<file path="src/rtl/crc_unit_pkg.sv">
package crc_unit_pkg;
  localparam int BYTE_W     = 8;
  localparam int WIDE_W     = 32;
  localparam int NARROW_W   = 16;
  localparam int SRC_W      = 4;
  localparam int ADDR_W     = 3;
  localparam int DMA_N      = 4;
  localparam int DMA_IDX_W  = $clog2(DMA_N);
  localparam int SUM_BYTES  = WIDE_W / BYTE_W;

  localparam logic [NARROW_W-1:0] POLY_NARROW = 16'h1021;
  localparam logic [WIDE_W-1:0]   POLY_WIDE   = 32'hEDB88320;

  localparam logic [ADDR_W-1:0] A_CTRL = 3'd0;
  localparam logic [ADDR_W-1:0] A_STAT = 3'd1;
  localparam logic [ADDR_W-1:0] A_DATA = 3'd2;

  typedef enum logic [1:0] {KIND_NONE, KIND_CPU, KIND_FLASH, KIND_DMA} src_kind_e;

  function automatic src_kind_e src_kind(input logic [SRC_W-1:0] code);
    if (code == 4'b0001)        return KIND_CPU;
    else if (code == 4'b0010)   return KIND_FLASH;
    else if (code[3:2] == 2'b01) return KIND_DMA;
    else                        return KIND_NONE;
  endfunction

  // MSB-first shift, one data bit per step
  function automatic logic [NARROW_W-1:0] step_narrow(input logic [NARROW_W-1:0] s,
                                                      input logic [BYTE_W-1:0] b);
    logic [NARROW_W-1:0] r;
    logic fb;
    r = s;
    for (int i = BYTE_W - 1; i >= 0; i--) begin
      fb = r[NARROW_W-1] ^ b[i];
      r  = {r[NARROW_W-2:0], 1'b0} ^ (fb ? POLY_NARROW : '0);
    end
    return r;
  endfunction

  // LSB-first (reflected) shift
  function automatic logic [WIDE_W-1:0] step_wide(input logic [WIDE_W-1:0] s,
                                                  input logic [BYTE_W-1:0] b);
    logic [WIDE_W-1:0] r;
    r = s ^ {{(WIDE_W-BYTE_W){1'b0}}, b};
    for (int i = 0; i < BYTE_W; i++)
      r = r[0] ? ((r >> 1) ^ POLY_WIDE) : (r >> 1);
    return r;
  endfunction
endpackage

</file>
<file path="src/rtl/crc_unit_dp.sv">
module crc_unit_dp
  import crc_unit_pkg::*;
(
  input  logic              clk,
  input  logic              rst_n,
  input  logic              load,
  input  logic              load_wide,
  input  logic              byte_vld,
  input  logic [BYTE_W-1:0] byte_in,
  output logic              wide_q,
  output logic [WIDE_W-1:0] sum_q,
  output logic [WIDE_W-1:0] sum_d
);
  logic [WIDE_W-1:0]   state_q, state_d;
  logic [NARROW_W-1:0] upd_narrow;
  logic [WIDE_W-1:0]   upd_wide;
  logic                wide_d;

  always_comb begin
    upd_narrow = step_narrow(state_q[NARROW_W-1:0], byte_in);
    upd_wide   = step_wide(state_q, byte_in);
    wide_d     = load ? load_wide : wide_q;
    if (load)
      state_d = load_wide ? '1 : '0;
    else if (byte_vld)
      state_d = wide_q ? upd_wide : {{(WIDE_W-NARROW_W){1'b0}}, upd_narrow};
    else
      state_d = state_q;
  end

  always_ff @(posedge clk) begin
    if (!rst_n) begin
      state_q <= '0;
      wide_q  <= 1'b0;
    end else begin
      state_q <= state_d;
      wide_q  <= wide_d;
    end
  end

  assign sum_q = wide_q ? ~state_q : {{(WIDE_W-NARROW_W){1'b0}}, state_q[NARROW_W-1:0]};
  assign sum_d = wide_d ? ~state_d : {{(WIDE_W-NARROW_W){1'b0}}, state_d[NARROW_W-1:0]};
endmodule

</file>
<file path="src/rtl/crc_unit_ctl.sv">
module crc_unit_ctl
  import crc_unit_pkg::*;
(
  input  logic             clk,
  input  logic             rst_n,
  input  logic             sel_wr,
  input  logic [SRC_W-1:0] sel_code,
  input  logic             stat_wr,
  input  logic             stat_bit0,
  input  logic             data_wr,
  input  logic [DMA_N-1:0] dma_done,
  input  logic             flash_done,
  input  logic             next_zero,
  output logic [SRC_W-1:0] src_q,
  output logic             busy_q,
  output logic             zero_q,
  output logic             byte_vld
);
  src_kind_e kind;
  logic      done;

  always_comb begin
    kind = src_kind(src_q);
    unique case (kind)
      KIND_CPU:   done = stat_wr & stat_bit0;
      KIND_FLASH: done = flash_done;
      KIND_DMA:   done = dma_done[src_q[DMA_IDX_W-1:0]];
      default:    done = 1'b0;
    endcase
    done = done & busy_q;
  end

  assign byte_vld = data_wr & busy_q & ~sel_wr;

  always_ff @(posedge clk) begin
    if (!rst_n) begin
      src_q  <= '0;
      busy_q <= 1'b0;
      zero_q <= 1'b0;
    end else if (sel_wr) begin
      src_q  <= sel_code;
      busy_q <= (src_kind(sel_code) != KIND_NONE);
      zero_q <= 1'b0;
    end else if (done) begin
      busy_q <= 1'b0;
      zero_q <= next_zero;
    end
  end
endmodule

</file>
<file path="src/rtl/crc_unit.sv">
module crc_unit
  import crc_unit_pkg::*;
(
  input  logic              clk,
  input  logic              rst_n,
  input  logic [ADDR_W-1:0] bus_addr,
  input  logic              bus_wr,
  input  logic [BYTE_W-1:0] bus_wdata,
  output logic [BYTE_W-1:0] bus_rdata,
  input  logic [DMA_N-1:0]  dma_done,
  input  logic              flash_done
);
  logic              sel_wr, stat_wr, data_wr, byte_vld;
  logic [SRC_W-1:0]  src;
  logic              busy, zero, wide;
  logic [WIDE_W-1:0] sum, sum_next;

  assign sel_wr  = bus_wr && (bus_addr == A_CTRL);
  assign stat_wr = bus_wr && (bus_addr == A_STAT);
  assign data_wr = bus_wr && (bus_addr == A_DATA);

  crc_unit_ctl u_ctl (
    .clk        (clk),
    .rst_n      (rst_n),
    .sel_wr     (sel_wr),
    .sel_code   (bus_wdata[SRC_W-1:0]),
    .stat_wr    (stat_wr),
    .stat_bit0  (bus_wdata[0]),
    .data_wr    (data_wr),
    .dma_done   (dma_done),
    .flash_done (flash_done),
    .next_zero  (sum_next == '0),
    .src_q      (src),
    .busy_q     (busy),
    .zero_q     (zero),
    .byte_vld   (byte_vld)
  );

  crc_unit_dp u_dp (
    .clk       (clk),
    .rst_n     (rst_n),
    .load      (sel_wr),
    .load_wide (bus_wdata[SRC_W]),
    .byte_vld  (byte_vld),
    .byte_in   (bus_wdata),
    .wide_q    (wide),
    .sum_q     (sum),
    .sum_d     (sum_next)
  );

  always_comb begin
    bus_rdata = '0;
    if (bus_addr[ADDR_W-1])
      bus_rdata = sum[bus_addr[$clog2(SUM_BYTES)-1:0]*BYTE_W +: BYTE_W];
    else if (bus_addr == A_CTRL)
      bus_rdata = {{(BYTE_W-SRC_W-1){1'b0}}, wide, src};
    else if (bus_addr == A_STAT)
      bus_rdata = {{(BYTE_W-2){1'b0}}, zero, busy};
  end
endmodule

</file>
<file path="config.mk">
export PLATFORM = sky130hd
export DESIGN_NAME = crc_unit
export DESIGN_NICKNAME = d
export VERILOG_FILES = /design/src/rtl/crc_unit_pkg.sv /design/src/rtl/crc_unit_dp.sv /design/src/rtl/crc_unit_ctl.sv /design/src/rtl/crc_unit.sv
export SDC_FILE = /design/constraint.sdc
export NUM_CORES = 1
export LEC_CHECK = 0
export ABC_AREA = 1
export BUFFER_PORTS_ARGS = -buffer_cell sky130_fd_sc_hd__buf_2
export CORE_MARGIN = 2
export CORE_UTILIZATION = 55
export DETAILED_ROUTE_END_ITERATION = 6
export PLACE_DENSITY = 0.73
export SLEW_MARGIN = 20
export SYNTH_ARGS = -nofsm -noshare
export SYNTH_HDL_FRONTEND = slang
export SYNTH_SLANG_ARGS = --single-unit
</file>
<file path="constraint.sdc">
create_clock -name clk -period 3.8 [get_ports clk]
set_clock_uncertainty 0.15 [all_clocks]
set_input_delay 0.19 -clock clk [delete_from_list [all_inputs] [get_ports clk]]
set_output_delay 0.19 -clock clk [all_outputs]
set_load 0.03 [all_outputs]
</file>
# After elaboration in Yosys (flattened, before gate mapping)
# Index checks and enable logic that the tools add are counted.
# word_totals
ff_bits	39
inputBits	19
output_inout_bits	8
# classes
n_reduce_logical	8
n_eq_ne	11
bitwise_logic	33
n_mux	39
shift	1
order_cmp	1
# op_table
operator	count
$mux 32	14
$xor 16x16->16	8
$not 13->14	8
$mux 13	8
$not 32->32	2
$logic_not 32->1	1
$shiftx 32x6->8	1
$xor 32x8->32	1
$mux 2	9
$eq 4x1->1 const B	2
$eq 4x2->1 const B	2
$mux 8	1
$xor 1x1->1	8
$eq 2x1->1 const B	3
$mux 5	1
$and 1x1->1	4
$eq 2x2->1 const B	2
$mux 1	4
$reduce_bool 2->1	2
$eq 3x1->1 const B	1
$eq 3x2->1 const B	1
$logic_and 1x1->1	3
$logic_not 3->1	1
$lt 2x3->1 const B	1
4 further kinds	5

# Depth between registers and ports, before layout
# Gate-level depths: netlist (run 1).
# depth
depth_word	30
ltp_mapped	20

# Hierarchy
# From an unflattened synthesis (run 1), not the netlist that was laid out.
# hier_totals
hier_cells	824
hier_area_um2	4495.6
# modules_own_cells
mod	n_inst	seq_area_each_um2	area_each_um2	cells_per_inst
crc_unit_dp	1	660.6	3555.9	625
crc_unit	1	0.0	606.8	147
crc_unit_ctl	1	120.1	332.8	52

# Worst setup path before layout (run 1)
# OpenSTA, ideal clock, no wires.
# synth_path
kind	flip-flop to output port
from	reg u_dp.wide_q
to	out bus_rdata[5]
stages_incl_launch_ff	6
arrival_time_ns	2.005
setup_slack_ns	1.455
path_cell_list	dfxtp_1 buf_2 buf_1 clkbuf_1 a21oi_1 a211oi_1
# synth_via
elab_chain_len	3
# synth_lines
element	line_no	rtl
from (decl)	crc_unit_dp.sv:10	output logic wide_q,
from (signal assigned)	crc_unit_dp.sv:37	wide_q <= wide_d;
$mux 32	crc_unit_dp.sv:41	assign sum_q = wide_q ? ~state_q : {{(WIDE_W-NARROW_W){1'b0}}, state_q[NARROW_W-1:0]};
$shiftx 32x6->8	crc_unit.sv:54	bus_rdata = sum[bus_addr[$clog2(SUM_BYTES)-1:0]*BYTE_W +: BYTE_W];
$mux 8	crc_unit.sv:53	if (bus_addr[ADDR_W-1])
to (decl)	crc_unit.sv:9	output logic [BYTE_W-1:0] bus_rdata,
# Every way passes these cells.

# Worst setup path after layout (run 1)
# layout_path
from	reg u_dp.state_q[5]
to	reg u_ctl.zero_q
# layout_via
elab_chain_len	17
word_cells_on_any_way	25
classes_between	mux (12); bitwise (12); reduce/logical (1)
# layout_lines
element	line_no	rtl
from (decl)	crc_unit_dp.sv:14	logic [WIDE_W-1:0] state_q, state_d;
from (signal assigned)	crc_unit_dp.sv:36	state_q <= state_d;
$xor 32x8->32	crc_unit_pkg.sv:44	r = s ^ {{(WIDE_W-BYTE_W){1'b0}}, b};
$mux 32 (6 in a row)	crc_unit_pkg.sv:46	r = r[0] ? ((r >> 1) ^ POLY_WIDE) : (r >> 1);
$not 13->14 (no line)	--	
$mux 32	crc_unit_pkg.sv:46	
$not 13->14 (no line)	--	
$mux 32	crc_unit_pkg.sv:46	
$mux 32	crc_unit_dp.sv:26	state_d = wide_q ? upd_wide : {{(WIDE_W-NARROW_W){1'b0}}, upd_narrow};
$mux 32 (*)	crc_unit_dp.sv:25	else if (byte_vld)
$mux 32 (*)	crc_unit_dp.sv:23	if (load)
$not 32->32	crc_unit_dp.sv:42	assign sum_d = wide_d ? ~state_d : {{(WIDE_W-NARROW_W){1'b0}}, state_d[NARROW_W-1:0]};
$mux 32 (*)	crc_unit_dp.sv:42	
$logic_not 32->1 (*)	crc_unit.sv:32	.next_zero (sum_next == '0),
to (signal assigned)	crc_unit_ctl.sv:46	zero_q <= next_zero;
to (decl)	crc_unit_ctl.sv:16	output logic zero_q,
# Mark *: on every way between the ends. The rest lies on a longest branch, timed or not.
# A chain may end at the register's enable or synchronous reset.

==> out/results.ini, run 1 <==
[critical_path]
crit_buf_inv = 2
crit_path_max_fanout = 7
path_class = reg -> reg
cp_cell_sequence = inv_1 -> nand2_1 -> nand2_1 -> nand2_1 -> nand2_4 -> inv_1 -> nand2_1 -> nand3_1 -> nand3_1 -> nand2_1 -> nor2_1 -> nand3_1 -> nor2_1 -> nand3_1 -> nand2_1 -> nand3_1 -> a21oi_1
worstSetupEndpointType = register
cp_slowest_stage_delay_ns = 0.36
critical_path_required_ns = 3.89
worstPathArrival_ns = 2.81
start_kind = register
slowest_stage = dfxtp_1
path_common_cell = nand2_1
crit_family = simple AND/OR/NAND/NOR gates

[die]
io_pins = 27
die_w_um = 90.70
die_area_um2 = 8226
fp-row-count = 31
core_um2 = 7253
initial_utilization_pct = 57.00
chipHeight_um = 90.70

[cells_and_area]
final_cell_mix = 304 x nand2_1, 87 x nand3_1, 74 x inv_1
fill_cells = 774
nets = 794
antennaDiodeCount = 0
area_delta_synth_final_pct = 6.295
layout_commonest_cell = nand2_1
drive_gt1_share_pct = 10.95
post-route-util_pct = 60.58

[logic_synthesis]
syn_avg_cell_area_um2 = 5.439
ys_seq_area_share_pct = 18.89
yosysWarnings = 0
syn_nets = 779
synth_seq_cells = 39
synth.distinct_cells = 39
postSynthCellCount = 760
syn_area_um2 = 4134

[clock_tree]
h-tree-depth = 2
cts_resized = 0
path_clk_slew_ns = 0.09
cts_buffers = 5
numClockSinks = 39
cts-root-buf = clkbuf_8
cts_tree = yes
clk_path_buf_depth = 2
hold_buffers = 0
post-cts-setup-buffer-count = 0
clock_latency_ns = 0.31

[timing]
hold_viol = 0
rsz0062_at_grt = false
fmax_ghz = 0.3676
setup_tns_ns = 0
setup_violations = 0
holdWs_ns = 0.05334
finalMaxSlewViolations = 0
worst_slack_ns = 1.080
period_share_pct = 71.58
slew_headroom_pct = 58.33
tightest_slew_ns = 0.6242
period_minus_slack_ns = 2.720

[power_and_ir_drop]
combinationalPowerShare_pct = 32.6
p_per_area_nw_per_um2 = 272.1
total_power_mw = 1.196
p_sw_mw = 0.4624
pwr-share-clk_pct = 30.8
swShare_pct = 38.68
p_leak_nw = 2.200
seqPwrFrac_pct = 36.6
power.internal_mw = 0.7332
ir_drop_mv = 0.1491

[global_routing]
grt_pass1_wl_um = 23390
grt_antenna_before_repair = 0
grt_pass1_vias = 4572
grt_max_degree = 36
overflow = 0
grt_usage_pct = 36.04

[route]
post-route-drc-count = 0
routedWlPerCell_um = 17.04
wl_um = 14910
vias_per_cell = 5.861
drtIter0Drc = 540
drt_first_pass_iters = 6
vias = 5128
drt.antenna.violating_nets = 0

[place]
gp_congestion = 1.046
portBuffers = 26
hpwl_um = 11390
pre_cts_slack_ns = 1.225

[status]
status = completed

[worst_hold_path]
hp-class = in -> reg

[flow_run]
drv_cap = 0

## routing by layer
metal | routed length [um] | GRT usage (%)
met5 | 0 | 0
met4 | 946 | 22.69
met3 | 1332 | 5.676
met2 | 6569 | 56.09
met1 | 6062 | 46.31
## power by group through the flow
stage	Combinational, mW	Sequential (mW)	Clock (mW)
6_report	0.390	0.438	0.368
5_1_grt	0.431	0.439	0.386
4_1_cts	0.378	0.436	0.367
3_5_place_dp	0.376	0.446	0
3_3_place_gp	0.369	0.446	0
2_1_floorplan	0.285	0.439	0
## worst reg2reg max path, delay by kind of cell, from the launching register on
| kind | cells | cell delay (ns) |
|---|---|---|
| simple gates | 14 | 1.74 |
| flops | 1 | 0.36 |
| buf+inv | 2 | 0.26 |
| compound gates | 1 | 0.14 |
## through the flow
stage | cell area, um^2 | cells
floorplan | 4134 | 760
global placement | 4282 | 867
detailed placement | 4282 | 867
CTS | 4394 | 875
global route | 4394 | 875
finish | 4394 | 875
## Yosys cell counts (all sizes together)
master	count	share of area, %
o2111ai	1	0.21
o41ai	1	0.21
o221ai	2	0.42
inv	90	8.3
dfxtp	39	19
o31ai	1	0.18
clkinv	1	0.091
clkbuf	5	0.45
nand2	322	31
o311ai	1	0.21
or2	1	0.15
o211ai	1	0.18
o22ai	10	1.5
buf	15	2.5
nor2	49	5.9
a21oi	75	9.3
nor3	1	0.12
o21ai	29	3.5
xnor2	5	1.1
xor2	10	2.5
a211oi	4	0.73
nand3	89	11
a21boi	1	0.18
a31oi	3	0.45
a211o	1	0.21
nand4	3	0.45
## final timing paths
kind                                    from  slack (ns)                           to  depth (start not counted)
hold reg to reg    u_ctl.busy_q$_SDFFE_PN0P_        0.36    u_ctl.busy_q$_SDFFE_PN0P_                          2
setup / recovery  u_dp.state_q[5]$_SDFF_PN0_        1.08    u_ctl.zero_q$_SDFFE_PP0P_                         17
setup reg to reg  u_dp.state_q[5]$_SDFF_PN0_        1.08    u_ctl.zero_q$_SDFFE_PP0P_                         17
hold / removal                         rst_n        0.05  u_ctl.src_q[1]$_SDFFE_PN0P_                          3
## kinds of logic (layout without fill, tap and decap cells)
kind of cell              after synthesis  in the layout  share of synthesized area (%)
and+or+nand+nor                       465            465                          48.97
buffers and inverters                 111            127                          11.32
AOI/OAI and AO/OA                     130            130                          17.28
DFF                                    39             39                          18.89
xor gates and xnor gates               15             15                          3.541
## flip-flops by register name (all words and copies together) (netlist names)
name          count
u_dp.wide_q       1
u_dp.state_q     32
u_ctl.src_q       4
u_ctl.zero_q      1
u_ctl.busy_q      1
## cell type report
class                           count  area, um^2  share of cell area (%)
Multi-Input combinational cell    610        2885                   65.66
Sequential cell                    39       780.7                   17.77
Inverter                           91       346.6                   7.887
Timing Repair Buffer               28       145.1                   3.303
Tap cell                           99       123.9                   2.819
Clock buffer                        5       68.82                   1.566
Clock inverter                      3       43.79                  0.9966
Power figures use the tool's default switching activity.
==> run 2, diff against run 1 <==
- clock period: 3.8 -> 2.7 ns (I/O delays scaled with it)
==> out/results.ini, run 2 (synthesis results as in run 1) <==
[global_routing]
grt_usage_pct = 39.45  ; +3.4 points
grt_max_degree = 36  ; unchanged
grt_pass1_wl_um = 25340  ; +8.3%
overflow = 0  ; unchanged
grt_antenna_before_repair = 0  ; unchanged
grt_pass1_vias = 4808  ; +5.2%

[cells_and_area]
fill_cells = 764  ; -1.3%
post-route-util_pct = 61.91  ; +1.3 points
multiInputGateArea_um2 = 2893  ; +0.26%
seqCellArea_um2 = 782.0  ; +0.16%
top_regs = u_dp.state_q: 32 flops, u_ctl.src_q: 4 flops
area_delta_synth_final_pct = 8.626
antennaDiodeCount = 0  ; unchanged
drive_gt1_share_pct = 12.58  ; +1.6 points
largest_register_ffs = 32  ; unchanged
nets = 805  ; +1.4%
layout_commonest_cell = nand2_1
largest_register = u_dp.state_q
final_cell_mix = 301 x nand2_1, 87 x nand3_1, 74 x inv_1

[status]
violations = design-rule violations
status = finished with violations

[clock_tree]
numClockSinks = 39  ; unchanged
clk_path_buf_depth = 2  ; unchanged
path_clk_slew_ns = 0.09  ; about the same
cts_buffers = 5  ; unchanged
cts_tree = yes
post-cts-setup-buffer-count = 0  ; unchanged
clock_latency_ns = 0.32  ; about the same
h-tree-depth = 2  ; unchanged
cts-root-buf = clkbuf_8

[critical_path]
worst_r2r_endpoint = u_ctl.zero_q$_SDFFE_PP0P_
r2r_start = u_dp.state_q[5]$_SDFF_PN0_
start_kind = register
reg2reg_setup_slack_ns = 0.19  ; -0.89 ns
worstPathArrival_ns = 2.61  ; -0.20 ns
crit_path_max_fanout = 7  ; unchanged
critical_path_required_ns = 2.80  ; -1.09 ns
worstSetupEndpointType = register
path_class = reg -> reg
reg2reg_depth = 17  ; unchanged

[timing]
fmax_ghz = 0.3985  ; +8.4%
tightest_slew_ns = 0.6576  ; +0.03343 ns
rsz0062_at_grt = false
slew_headroom_pct = 55.89  ; -2.4 points
setup_violations = 0  ; unchanged
hold_viol = 0  ; unchanged
period_share_pct = 92.94  ; +21 points
finalMaxSlewViolations = 0  ; unchanged
period_minus_slack_ns = 2.509  ; -0.2107 ns
setup_tns_ns = 0  ; unchanged

[power_and_ir_drop]
combinationalPowerShare_pct = 33.1  ; +0.5 points
pwr-share-clk_pct = 31.0  ; +0.2 points
swShare_pct = 39.26  ; +0.58 points
ir_drop_mv = 0.1666  ; +12%
p_per_area_nw_per_um2 = 382.2  ; +40%
seqPwrFrac_pct = 35.8  ; -0.8 points
p_leak_nw = 2.256  ; +2.6%
power.internal_mw = 1.042  ; +42%
p_sw_mw = 0.6738  ; +46%

[route]
post-route-drc-count = 5  ; +5
drt_first_pass_iters = 7  ; +1
drtIter0Drc = 549  ; +1.7%
vias_per_cell = 5.858  ; about the same
routedWlPerCell_um = 17.88  ; +4.9%
drt.antenna.violating_nets = 0  ; unchanged
vias = 5190  ; +1.2%
wl_um = 15840  ; +6.2%

[die]
core_um2 = 7253  ; unchanged
chipHeight_um = 90.70  ; unchanged
initial_utilization_pct = 57.00  ; unchanged
die_w_um = 90.70  ; unchanged
fp-row-count = 31  ; unchanged
die_area_um2 = 8226  ; unchanged
io_pins = 27  ; unchanged

[worst_hold_path]
min_to = u_ctl.src_q[1]$_SDFFE_PN0P_
hp-class = in -> reg
hold_path_startpoint = bus_wdata[1]
min_path_cells = 3  ; unchanged

[place]
gp_congestion = 1.054  ; +0.69%
hpwl_um = 12290  ; +7.9%
portBuffers = 26  ; unchanged

[flow_run]
drv_cap = 0  ; unchanged

[run 2: critical path: stages, from the launching register on]
cell     delay, ns
dfxtp_1       0.35
inv_1         0.17
nand2_1       0.09
nand2_2       0.19
nand2_1       0.13
nand2_4       0.14
inv_1         0.09
nand2_1       0.11
nand3_1       0.14
nand3_1       0.10
nand2_1       0.05
nor2_1        0.08
nand3_1       0.08
nor2_1        0.12
nand3_1       0.16
nand2_1       0.10
nand3_1       0.07
a21oi_1       0.11
[run 2: layer usage]
metal,track usage (%),wire length (um),vias up
li1,-,-,2495
met1,50.28,6104,2287
met2,60.20,6782,325
met3,7.846,1734,83
met4,26.03,1217,0
met5,0,0,-
[run 2: power by group through the flow]
stage          clock network (mW)  registers, mW  logic [mW]
2_1_floorplan                   0          0.619       0.401
3_3_place_gp                    0          0.626       0.540
3_5_place_dp                    0          0.627       0.546
4_1_cts                     0.528          0.613       0.549
5_1_grt                     0.554          0.616       0.631
6_report                    0.533          0.615       0.568
[run 2: worst max-delay path by stage]
stage          slack [ns]                         to  depth (start not counted)                        from
6_report             0.19  u_ctl.zero_q$_SDFFE_PP0P_                         17  u_dp.state_q[5]$_SDFF_PN0_
5_1_grt            0.0008  u_ctl.zero_q$_SDFFE_PP0P_                         18  u_dp.state_q[7]$_SDFF_PN0_
4_1_cts              0.24  u_ctl.zero_q$_SDFFE_PP0P_                         15   u_ctl.busy_q$_SDFFE_PN0P_
3_5_place_dp         0.17  u_ctl.zero_q$_SDFFE_PP0P_                         15                 bus_addr[0]
3_3_place_gp         0.17  u_ctl.zero_q$_SDFFE_PP0P_                         15                 bus_addr[0]
2_1_floorplan        0.41               bus_rdata[5]                          5      u_dp.wide_q$_SDFF_PN0_
[run 2: repair_timing]
action | in CTS | in global routing
endpoints found under the setup margin | 0 | 1
resized for setup | 0 | 6
hold buffers | 1 | 0
hold endpoints to repair | 1 | 0
[run 2: final cells by class]
cell class / count / share of cell area [%]
well taps: 99 / 2.758
flip-flops and latches: 39 / 17.41
clock inverters: 3 / 0.9752
inverters: 91 / 7.774
clock buffers: 5 / 1.532
multi-input cells: 610 / 64.42
repair buffers: 39 / 5.127
[run 2: metrics by stage]
step / hold WS (ns) / power (mW) / cells / setup slack [ns] / cell area (um^2)
after global routing: 0.04067 / 1.801 / 886 / 0.0007896 / 4491
final: 0.03554 / 1.716 / 886 / 0.1907 / 4491
after CTS: 0.03627 / 1.691 / 886 / 0.2372 / 4479
after detailed placement: 0.3239 / 1.172 / 877 / 0.1666 / 4357
after global placement: 0.3232 / 1.166 / 877 / 0.1688 / 4357
after floorplan: 0.1234 / 1.020 / 760 / 0.4100 / 4134
==> run 3, diff against run 2 <==
- CTS_BUF_LIST: default -> sky130_fd_sc_hd__clkbuf_4
==> out/results.ini, run 3 (synthesis results as in run 1) <==
[power_and_ir_drop]
ir_drop_mv = 0.2456  ; +47%
p_leak_nw = 2.253  ; -0.11%
p_per_area_nw_per_um2 = 361.8  ; -5.3%

[status]
status = finished with violations
violations = design-rule violations

[cells_and_area]
area_delta_synth_final_pct = 8.354
largest_register = u_dp.state_q
nets = 807  ; +0.25%
fill_cells = 764  ; unchanged
largest_register_ffs = 32  ; unchanged
top_regs = u_dp.state_q: 32 flops, u_ctl.src_q: 4 flops
layout_commonest_cell = nand2_1
layout.cells.non_filler = 888  ; +0.23%
antennaDiodeCount = 0  ; unchanged
drive_gt1_share_pct = 12.55  ; -0.032 points
multiInputGateArea_um2 = 2893  ; unchanged
final_cell_mix = 301 x nand2_1, 87 x nand3_1, 74 x inv_1
seqCellArea_um2 = 782.0  ; unchanged

[timing]
rsz0062_at_grt = false
finalMaxSlewViolations = 0  ; unchanged
worst_slack_ns = 0.1698  ; -0.02088 ns
tightest_slew_ns = 0.6474  ; -0.01023 ns
fmax_ghz = 0.3952  ; -0.83%
setup_violations = 0  ; unchanged
period_minus_slack_ns = 2.530  ; +0.02088 ns
slew_headroom_pct = 56.57  ; +0.69 points
hold_viol = 0  ; unchanged
setup_tns_ns = 0  ; unchanged
period_share_pct = 93.71  ; +0.77 points

[route]
drtIter0Drc = 572  ; +4.2%
vias_per_cell = 5.910  ; +0.89%
vias = 5248  ; +1.1%
drt.antenna.violating_nets = 0  ; unchanged
drt_first_pass_iters = 7  ; unchanged
post-route-drc-count = 1  ; -4
routedWlPerCell_um = 17.80  ; -0.41%
wl_um = 15810  ; -0.18%

[worst_hold_path]
hp-class = in -> reg

[critical_path]
path_class = reg -> reg
crit_path_max_fanout = 7  ; unchanged
start_kind = register
worstPathArrival_ns = 2.69  ; +0.08 ns
critical_path_required_ns = 2.86  ; +0.06 ns
worstSetupEndpointType = register

[global_routing]
grt_pass1_wl_um = 25360  ; +0.11%
grt_pass1_vias = 4806  ; -0.042%
grt_max_degree = 36  ; unchanged
grt_usage_pct = 39.19  ; -0.26 points
overflow = 0  ; unchanged
grt_antenna_before_repair = 0  ; unchanged

[clock_tree]
cts-root-buf = clkbuf_4
cts_buffers = 5  ; unchanged
post-cts-setup-buffer-count = 0  ; unchanged
h-tree-depth = 2  ; unchanged
clk_path_buf_depth = 2  ; unchanged
cts_tree = yes
clock_latency_ns = 0.37  ; +0.05 ns
path_clk_slew_ns = 0.14  ; +0.05 ns
numClockSinks = 39  ; unchanged

[die]
initial_utilization_pct = 57.00  ; unchanged
io_pins = 27  ; unchanged
die_w_um = 90.70  ; unchanged
die_area_um2 = 8226  ; unchanged
chipHeight_um = 90.70  ; unchanged
fp-row-count = 31  ; unchanged
core_um2 = 7253  ; unchanged

[place]
hpwl_um = 12290  ; unchanged
gp_congestion = 1.054  ; unchanged
portBuffers = 26  ; unchanged
placed_cells = 877  ; unchanged
pre_cts_slack_ns = 0.1666  ; unchanged

[flow_run]
drv_cap = 0  ; unchanged

[run 3: through the flow]
| step | utilization, % | cell area (um^2) | hold slack (ns) | power (mW) |
|---|---|---|---|---|
| detailed placement | 60.07 | 4357 | 0.3239 | 1.172 |
| finish | 61.76 | 4479 | 0.05370 | 1.621 |
| floorplan | - | 4134 | 0.1234 | 1.020 |
| global placement | 60.07 | 4357 | 0.3232 | 1.166 |
| global route | 61.76 | 4479 | 0.07055 | 1.707 |
| CTS | 61.60 | 4468 | 0.04111 | 1.599 |
[run 3: final cells by class]
class / instances / area share, %
Inverter: 91 / 7.793
Sequential cell: 39 / 17.46
Multi-Input combinational cell: 610 / 64.58
Clock inverter: 3 / 0.9777
Timing Repair Buffer: 41 / 5.587
Tap cell: 99 / 2.765
Clock buffer: 5 / 0.8380
[run 3: where the power goes]
group          switching, mW  internal [mW]  total, mW
registers             0.0221          0.593      0.616
logic                  0.396          0.176      0.571
clock network          0.239          0.195      0.434
total                  0.656          0.964       1.62
[run 3: routing by layer]
metal / GRT usage (%) / part of all wire [%] / vias up
met5: 0 / 0 / -
met4: 26.03 / 7.5 / 0
met3: 6.344 / 10 / 83
met2: 60.14 / 43 / 323
met1: 50.51 / 39 / 2334
li1: - / - / 2508
[run 3: path summary, 6_finish.rpt]
check	start	slack [ns]	cells past startpoint	end
worst max-delay path	u_dp.state_q[5]$_SDFF_PN0_	0.17	17	u_ctl.zero_q$_SDFFE_PP0P_
worst min-delay path	bus_wdata[2]	0.05	5	u_ctl.busy_q$_SDFFE_PN0P_
worst max register to register	u_dp.state_q[5]$_SDFF_PN0_	0.17	17	u_ctl.zero_q$_SDFFE_PP0P_
worst min register to register	u_ctl.zero_q$_SDFFE_PP0P_	0.35	2	u_ctl.zero_q$_SDFFE_PP0P_
[run 3: what timing repair did]
item	CTS	global route
hold buffers	3	0
setup endpoints to repair	0	1
resized for setup	0	6
hold endpoints to repair	6	0
[run 3: worst max-delay path: stages (launching register included)]
cell and delay [ns]:
dfxtp_1 0.37, inv_1 0.17, nand2_1 0.09, nand2_2 0.20, nand2_1 0.13, nand2_4 0.14, inv_1 0.09, nand2_1 0.11
nand3_1 0.14, nand3_1 0.10, nand2_1 0.06, nor2_1 0.08, nand3_1 0.08, nor2_1 0.12, nand3_1 0.16, nand2_1 0.10
nand3_1 0.08, a21oi_1 0.11
